$ cat config.mk
export PLATFORM = sky130hd
export DESIGN_NAME = intr_seq
export DESIGN_NICKNAME = d
export VERILOG_FILES = /design/src/rtl/intr_pkg.sv /design/src/rtl/intr_arb.sv /design/src/rtl/intr_vec.sv /design/src/rtl/intr_seq.sv
export SDC_FILE = /design/constraint.sdc
export NUM_CORES = 1
export LEC_CHECK = 0
export CAP_MARGIN = 20
export CORE_ASPECT_RATIO = 0.9
export CORE_MARGIN = 2
export CORE_UTILIZATION = 55
export CTS_CLUSTER_SIZE = 10
export DETAILED_ROUTE_END_ITERATION = 6
export DONT_BUFFER_PORTS = 1
export GPL_ROUTABILITY_DRIVEN = 0
export PLACE_DENSITY = 0.7
export SETUP_SLACK_MARGIN = 0.5
export SYNTH_ARGS = -nofsm -noshare
export SYNTH_HDL_FRONTEND = slang
export SYNTH_SLANG_ARGS = --single-unit
export TNS_END_PERCENT = 50
$ cat constraint.sdc
create_clock -name clk -period 17.9 [get_ports clk]
set_clock_uncertainty 0.05 [all_clocks]
set_input_delay 3.58 -clock clk [delete_from_list [all_inputs] [get_ports clk]]
set_output_delay 3.58 -clock clk [all_outputs]
set_load 0.005 [all_outputs]
$ cat src/rtl/intr_pkg.sv
package intr_pkg;

    typedef enum logic [2:0] {
        SQ_IDLE,
        SQ_PUSH_PSW,
        SQ_PUSH_PC,
        SQ_FETCH_PC,
        SQ_FETCH_PSW,
        SQ_POP_PC,
        SQ_POP_PSW,
        SQ_LOAD
    } seq_state_e;

endpackage

$ cat src/rtl/intr_arb.sv
module intr_arb #(
    parameter int N_DEV = 4,
    parameter int PW    = 3,
    localparam int IW   = (N_DEV > 1) ? $clog2(N_DEV) : 1
) (
    input  logic [N_DEV-1:0]    req,
    input  logic [N_DEV*PW-1:0] pri,
    output logic                win_valid,
    output logic [IW-1:0]       win_idx,
    output logic [PW-1:0]       win_pri
);

    logic [PW-1:0] pri_a [N_DEV];

    for (genvar g = 0; g < N_DEV; g++) begin : g_slice
        assign pri_a[g] = pri[g*PW +: PW];
    end

    // Scan from the top index down with >=, so a lower index wins a tie.
    always_comb begin
        win_valid = 1'b0;
        win_idx   = '0;
        win_pri   = '0;
        for (int i = N_DEV - 1; i >= 0; i--) begin
            if (req[i] && (!win_valid || pri_a[i] >= win_pri)) begin
                win_valid = 1'b1;
                win_idx   = IW'(i);
                win_pri   = pri_a[i];
            end
        end
    end

    always_comb begin
        if (win_valid) begin
            assert_win_req_R5: assert (req[win_idx]);
        end
    end

endmodule

$ cat src/rtl/intr_vec.sv
module intr_vec #(
    parameter int           N_DEV    = 4,
    parameter int           W        = 16,
    parameter logic [W-1:0] VEC_BASE = 16'h0040,
    parameter logic [W-1:0] TRAP_VEC = 16'h001C,
    localparam int          IW       = (N_DEV > 1) ? $clog2(N_DEV) : 1
) (
    input  logic          is_trap,
    input  logic [IW-1:0] idx,
    output logic [W-1:0]  vec_addr
);

    // Each device vector is two words (4 bytes) long.
    always_comb begin
        if (is_trap) vec_addr = TRAP_VEC;
        else         vec_addr = VEC_BASE + (W'(idx) << 2);
    end

endmodule

$ cat src/rtl/intr_seq.sv
module intr_seq
    import intr_pkg::*;
#(
    parameter int           N_DEV    = 4,
    parameter int           W        = 16,
    parameter int           PW       = 3,
    parameter int           PRI_LSB  = 5,
    parameter logic [W-1:0] SP_INIT  = 16'h0200,
    parameter logic [W-1:0] VEC_BASE = 16'h0040,
    parameter logic [W-1:0] TRAP_VEC = 16'h001C
) (
    input  logic                clk,
    input  logic                rst_n,
    input  logic [N_DEV-1:0]    irq_req,
    input  logic [N_DEV*PW-1:0] irq_pri,
    output logic [N_DEV-1:0]    irq_ack,
    input  logic                trap_req,
    input  logic                rti_req,
    input  logic [W-1:0]        cur_psw,
    input  logic [W-1:0]        cur_pc,
    output logic                busy,
    output logic                load_valid,
    output logic [W-1:0]        new_pc,
    output logic [W-1:0]        new_psw,
    output logic                mem_req,
    output logic                mem_we,
    output logic [W-1:0]        mem_addr,
    output logic [W-1:0]        mem_wdata,
    input  logic [W-1:0]        mem_rdata
);

    localparam int          IW   = (N_DEV > 1) ? $clog2(N_DEV) : 1;
    localparam logic [W-1:0] STEP = W'(2);

    typedef struct packed {
        seq_state_e       state;
        logic [W-1:0]     sp;
        logic [W-1:0]     save_psw;
        logic [W-1:0]     save_pc;
        logic [W-1:0]     vec;
        logic [W-1:0]     npc;
        logic [W-1:0]     npsw;
        logic [N_DEV-1:0] ack;
    } seq_regs_t;

    seq_regs_t r_d, r_q;

    logic          win_valid;
    logic [IW-1:0] win_idx;
    logic [PW-1:0] win_pri;
    logic [W-1:0]  vec_addr;
    logic          accept;

    intr_arb #(.N_DEV(N_DEV), .PW(PW)) u_arb (
        .req       (irq_req),
        .pri       (irq_pri),
        .win_valid (win_valid),
        .win_idx   (win_idx),
        .win_pri   (win_pri)
    );

    intr_vec #(
        .N_DEV    (N_DEV),
        .W        (W),
        .VEC_BASE (VEC_BASE),
        .TRAP_VEC (TRAP_VEC)
    ) u_vec (
        .is_trap  (trap_req),
        .idx      (win_idx),
        .vec_addr (vec_addr)
    );

    assign accept = win_valid && (win_pri > cur_psw[PRI_LSB +: PW]);

    // Next-state process
    always_comb begin
        r_d     = r_q;
        r_d.ack = '0;
        unique case (r_q.state)
            SQ_IDLE: begin
                if (rti_req) begin
                    r_d.state = SQ_POP_PC;
                end else if (trap_req) begin
                    r_d.save_psw = cur_psw;
                    r_d.save_pc  = cur_pc;
                    r_d.vec      = vec_addr;
                    r_d.state    = SQ_PUSH_PSW;
                end else if (accept) begin
                    r_d.save_psw = cur_psw;
                    r_d.save_pc  = cur_pc;
                    r_d.vec      = vec_addr;
                    r_d.ack      = N_DEV'(1) << win_idx;
                    r_d.state    = SQ_PUSH_PSW;
                end
            end
            SQ_PUSH_PSW: begin
                r_d.sp    = r_q.sp - STEP;
                r_d.state = SQ_PUSH_PC;
            end
            SQ_PUSH_PC: begin
                r_d.sp    = r_q.sp - STEP;
                r_d.state = SQ_FETCH_PC;
            end
            SQ_FETCH_PC: begin
                r_d.npc   = mem_rdata;
                r_d.state = SQ_FETCH_PSW;
            end
            SQ_FETCH_PSW: begin
                r_d.npsw  = mem_rdata;
                r_d.state = SQ_LOAD;
            end
            SQ_POP_PC: begin
                r_d.npc   = mem_rdata;
                r_d.sp    = r_q.sp + STEP;
                r_d.state = SQ_POP_PSW;
            end
            SQ_POP_PSW: begin
                r_d.npsw  = mem_rdata;
                r_d.sp    = r_q.sp + STEP;
                r_d.state = SQ_LOAD;
            end
            SQ_LOAD: begin
                r_d.state = SQ_IDLE;
            end
            default: r_d.state = SQ_IDLE;
        endcase
    end

    // Register process
    always_ff @(posedge clk) begin
        if (!rst_n) begin
            r_q.state    <= SQ_IDLE;
            r_q.sp       <= SP_INIT;
            r_q.save_psw <= '0;
            r_q.save_pc  <= '0;
            r_q.vec      <= '0;
            r_q.npc      <= '0;
            r_q.npsw     <= '0;
            r_q.ack      <= '0;
        end else begin
            r_q <= r_d;
        end
    end

    // Memory port drive
    always_comb begin
        mem_req   = 1'b0;
        mem_we    = 1'b0;
        mem_addr  = r_q.sp;
        mem_wdata = '0;
        unique case (r_q.state)
            SQ_PUSH_PSW: begin
                mem_req   = 1'b1;
                mem_we    = 1'b1;
                mem_addr  = r_q.sp - STEP;
                mem_wdata = r_q.save_psw;
            end
            SQ_PUSH_PC: begin
                mem_req   = 1'b1;
                mem_we    = 1'b1;
                mem_addr  = r_q.sp - STEP;
                mem_wdata = r_q.save_pc;
            end
            SQ_FETCH_PC: begin
                mem_req  = 1'b1;
                mem_addr = r_q.vec;
            end
            SQ_FETCH_PSW: begin
                mem_req  = 1'b1;
                mem_addr = r_q.vec + STEP;
            end
            SQ_POP_PC, SQ_POP_PSW: begin
                mem_req  = 1'b1;
                mem_addr = r_q.sp;
            end
            default: ;
        endcase
    end

    assign busy       = (r_q.state != SQ_IDLE);
    assign load_valid = (r_q.state == SQ_LOAD);
    assign new_pc     = r_q.npc;
    assign new_psw    = r_q.npsw;
    assign irq_ack    = r_q.ack;

    assert_ack_onehot_R5: assert property (@(posedge clk) disable iff (!rst_n)
        $onehot0(irq_ack));

    assert_ack_had_req_R2: assert property (@(posedge clk) disable iff (!rst_n)
        (|irq_ack) |-> (($past(irq_req) & irq_ack) != '0));

    assert_push_descends_R3: assert property (@(posedge clk) disable iff (!rst_n)
        (mem_req && mem_we && $past(mem_req && mem_we)) |->
            (mem_addr == $past(mem_addr) - STEP));

    assert_load_ends_R9: assert property (@(posedge clk) disable iff (!rst_n)
        load_valid |=> !busy);

    assert_quiet_idle_R9: assert property (@(posedge clk) disable iff (!rst_n)
        !busy |-> !mem_req);

endmodule

==> results.txt <==
----------------------------------------------------
[Timing]
  Max Clock Freq ... 104.9 MHz
  Post-route setup slack ... 8369 ps
  Worst slew pin tran ... 1087 ps
  Unrepaired setup endpoints after global routing ... false
  Hold WS ... 428.0 ps
  Final min period ... 9531 ps
  Hold violation count in the final report ... 0
  Final number of max-transition violations ... 0
  Worst slew slack as a fraction of its limit ... 27.55%
  Number of setup violations in the final report ... 0
  Setup TNS ... 0 ps
  Post-route fraction of the period consumed by the critical path ... 53.25%

[Die]
  Area of the die ... 0.01026 mm²
  Ports placed on the boundary ... 140
  Starting density of the core ... 56.78%
  Total number of placement rows ... 33
  Width of the die ... 106.5 µm
  Floorplan core area ... 0.009166 mm²
  Height of the die ... 96.29 µm

[Placement]
  Worst slack after detailed placement ... 7842 ps
  Detailed-placement wirelength estimate ... 8708 µm
  Cell count after placement ... 717
  IO buf count ... 0
  Standard cell area after detailed placement ... 0.004910 mm²

[Clock network]
  CTS sink cnt ... 90
  CTS tree ... yes
  Buffers inserted during post-CTS setup optimization ... 0
  Number of buffers inserted during clock tree synthesis ... 9
  CTS root buffer ... sky130_fd_sc_hd__clkbuf_8
  Source-to-sink clock delay at the later pin of the worst-skew pair ... 360 ps
  Hold bufs inserted after CTS ... 0
  CTS clk-pin slew, worst paths ... 100 ps
  Maximum count of clock buffers along a single path ... 2
  Post-CTS Resized ... 0
  Htree depth ... 3

[Synth]
  Net Count, Synth ... 761
  Proportion of synthesized flip-flops having asynchronous set or reset ... 0%
  Seq cells post-synth ... 90
  Largest cells by area after synthesis ... sky130_fd_sc_hd__dfxtp_1 35%, sky130_fd_sc_hd__a21oi_1 6.3%, sky130_fd_sc_hd__o21ai_0 5.5%
  Average footprint of a synthesized cell ... 7.666 µm²
  Library cell with the largest summed area after synthesis ... sky130_fd_sc_hd__dfxtp_1
  Post-synth top area share ... 34.62%
  Share of synthesized area occupied by flip-flops and latches ... 34.62%
  Cell count after synthesis ... 679
  Netlist cell types ... 63
  Post-synth EDFFs ... 0
  Yosys warns ... 0
  Top_reg_cell synth ... sky130_fd_sc_hd__dfxtp_1
  Netlist area before placement ... 0.005205 mm²

[Finish]
  Final instance area ... 0.005130 mm²
  Combined area of the multi-input logic cells ... 0.002828 mm²
  Diodes inserted ... 0
  Total area of sequential cells ... 0.001802 mm²
  Final core utilization ... 55.97%
  Layout Area Growth over Synthesis ... -1.442%
  Count of fill cells added during filler insertion ... 910
  Count of non-filler cells in the finished layout ... 734
  Number of nets in the layout ... 689
  Layout cells sized above 1 ... 7.190%

[Setup path]
  Critical path required time ... 18150 ps
  CP endpoint kind ... flip-flop
  Data arrival time at the worst-slack endpoint ... 9780 ps
  Crit start category ... input port
  Crit path kind ... input port to flip-flop
  Maximum fanout along the worst path ... 32
  Worst R2R Setup Slack ... 14920 ps
  Reg2reg start ... r_q[100]
  Launching element of the worst setup path ... irq_pri[9]

[Power]
  Static Leakage ... 1.950 nW
  Portion of total power attributed to the clock network ... 25.1%
  Combinational cell fraction of total power ... 31.9%
  IR Drop Worst-Case VDD ... 0.00005667 V
  Sequential share of power ... 43.0%
  Tot Pwr ... 0.5813 mW
  Cell Pwr Density ... 113.3 mW/mm²
  Switching portion of total power ... 38.47%
  Sw Pwr ... 0.2237 mW
  Internal power ... 0.3577 mW

[Route]
  Number of detailed-route iterations in the first pass ... 5
  Routed met3 length ... 1105 µm
  WL final ... 12430 µm
  Met2 wire length ... 6023 µm
  Via count normalized by instance count ... 6.095
  Topmost layer with routed signal wires ... met4
  First-iteration detailed-routing DRC count ... 196
  Remaining antenna violation count after routing ... 0
  Routed WL per cell ... 16.93 µm
  Met1 wire length ... 5224 µm
  Via count ... 4474
  Drc violations ... 0

[Global route]
  Global-route wire length before repair ... 19840 µm
  Initial antenna violation count ... 0
  Remaining global-route overflow ... 0
  Maximum number of pins on one net before global-route repair ... 57
  Overall fraction of global-route tracks in use ... 23.99%
  Vias in the first global route ... 4149

[Worst hold path]
  Hold Crit Start ... r_q[73]
  Hold Path Class ... flip-flop to flip-flop

[Run status]
  Run status ... finished clean

[Flow run]
  Max-cap viol count ... 0

----------------------------------------------------
[cells in the mapped netlist, types with 4 or more instances]
cell,instances
sky130_fd_sc_hd__a21oi_1,65
sky130_fd_sc_hd__a21o_1,6
sky130_fd_sc_hd__o31ai_1,4
sky130_fd_sc_hd__o21a_1,4
sky130_fd_sc_hd__nand3_1,39
sky130_fd_sc_hd__xnor2_1,6
sky130_fd_sc_hd__buf_4,38
sky130_fd_sc_hd__mux2i_1,20
sky130_fd_sc_hd__dfxtp_1,90
sky130_fd_sc_hd__clkbuf_1,42
sky130_fd_sc_hd__nor4_1,5
sky130_fd_sc_hd__buf_1,4
sky130_fd_sc_hd__and2_1,5
sky130_fd_sc_hd__xor2_1,5
sky130_fd_sc_hd__nor3_1,18
sky130_fd_sc_hd__a22oi_1,17
sky130_fd_sc_hd__a31oi_1,4
sky130_fd_sc_hd__nand4_1,6
sky130_fd_sc_hd__or3_1,4
sky130_fd_sc_hd__ha_1,14
sky130_fd_sc_hd__o21ai_0,57
sky130_fd_sc_hd__nand2b_1,8
sky130_fd_sc_hd__and4_1,4
sky130_fd_sc_hd__inv_1,19
sky130_fd_sc_hd__nand2_1,67
sky130_fd_sc_hd__nor2_1,68
[final cells by class]
cell class                      count  share of cell area (%)
Multi-Input combinational cell    479                   55.12
Clock buffer                        9                   2.415
Sequential cell                    90                   35.12
Clock inverter                      7                   1.585
Inverter                           20                   1.463
Tap cell                          122                   2.976
Timing Repair Buffer                7                   1.317
[registers in the layout, summed over array words and instances (netlist names)]
name / count
irq_ack: 4
new_pc: 16
r_q: 54
new_psw: 16
[metal layers]
layer	up-vias	GRT usage (%)
met5	-	0
met1	2121	30.48
met2	144	39.48
met3	8	8.192
li1	2201	-
met4	0	5.952
[cells by family (layout without fill, tap and decap cells)]
family                   count (synthesis)  after routing  synth area share, %
multiplexers                            23             23                4.495
flip-flops                              90             90                34.62
XOR/XNOR                                11             11                1.851
adder cells (fa/ha/maj)                 15             15                3.558
AO/OA/AOI/OAI                          182            182                21.03
AND/OR/NAND/NOR                        247            247                23.20
other                                    1              1              0.07205
buffers and inverters                  110             43                11.18
[path summary, 6_finish.rpt]
| check | endpoint | cells past startpoint |
|---|---|---|
| worst max-delay path | r_q[67] | 23 |
| worst min-delay path | r_q[73] | 2 |
| worst max register to register | r_q[96] | 5 |
| worst min register to register | r_q[73] | 2 |
[cells in the final DEF, fill, tap and decap left out, types with 6 or more instances in the layout]
master / Yosys / final
sky130_fd_sc_hd__nor3_1: 18 / 18
sky130_fd_sc_hd__nand3_1: 39 / 39
sky130_fd_sc_hd__nand4_1: 6 / 6
sky130_fd_sc_hd__clkbuf_8: 0 / 9
sky130_fd_sc_hd__nor2_1: 68 / 67
sky130_fd_sc_hd__nand2b_1: 8 / 8
sky130_fd_sc_hd__ha_1: 14 / 14
sky130_fd_sc_hd__a21oi_1: 65 / 64
sky130_fd_sc_hd__inv_1: 19 / 19
sky130_fd_sc_hd__dfxtp_1: 90 / 90
sky130_fd_sc_hd__nand2_1: 67 / 67
sky130_fd_sc_hd__a21o_1: 6 / 6
sky130_fd_sc_hd__a22oi_1: 17 / 17
sky130_fd_sc_hd__o21ai_0: 57 / 57
sky130_fd_sc_hd__xnor2_1: 6 / 6
sky130_fd_sc_hd__mux2i_1: 20 / 20
[power groups by stage]
stage / registers, mW / logic (mW) / clock network, mW
final: 0.250 / 0.186 / 0.146
after global routing: 0.254 / 0.208 / 0.159
after CTS: 0.249 / 0.183 / 0.150
after detailed placement: 0.254 / 0.182 / 0
after global placement: 0.253 / 0.176 / 0
after floorplan: 0.234 / 0.177 / 0
[critical path, cell delays in order]
cell and delay [ps]:
sky130_fd_sc_hd__and2_1 140, sky130_fd_sc_hd__ha_1 260, sky130_fd_sc_hd__nand2b_1 160, sky130_fd_sc_hd__a211o_1 350, sky130_fd_sc_hd__a21o_1 190, sky130_fd_sc_hd__and2_1 160, sky130_fd_sc_hd__ha_1 280, sky130_fd_sc_hd__o2bb2ai_1 130
sky130_fd_sc_hd__a311oi_1 530, sky130_fd_sc_hd__nand2b_1 300, sky130_fd_sc_hd__a31oi_1 150, sky130_fd_sc_hd__ha_1 290, sky130_fd_sc_hd__nand2b_1 150, sky130_fd_sc_hd__a21o_1 180, sky130_fd_sc_hd__a211o_1 340, sky130_fd_sc_hd__nand2_1 190
sky130_fd_sc_hd__mux2_2 360, sky130_fd_sc_hd__ha_1 310, sky130_fd_sc_hd__nand2_1 50, sky130_fd_sc_hd__o21ai_0 460, sky130_fd_sc_hd__a21o_1 860, sky130_fd_sc_hd__nand3_1 190, sky130_fd_sc_hd__a21oi_1 170
No activity file was read; power rests on OpenSTA's default activity.
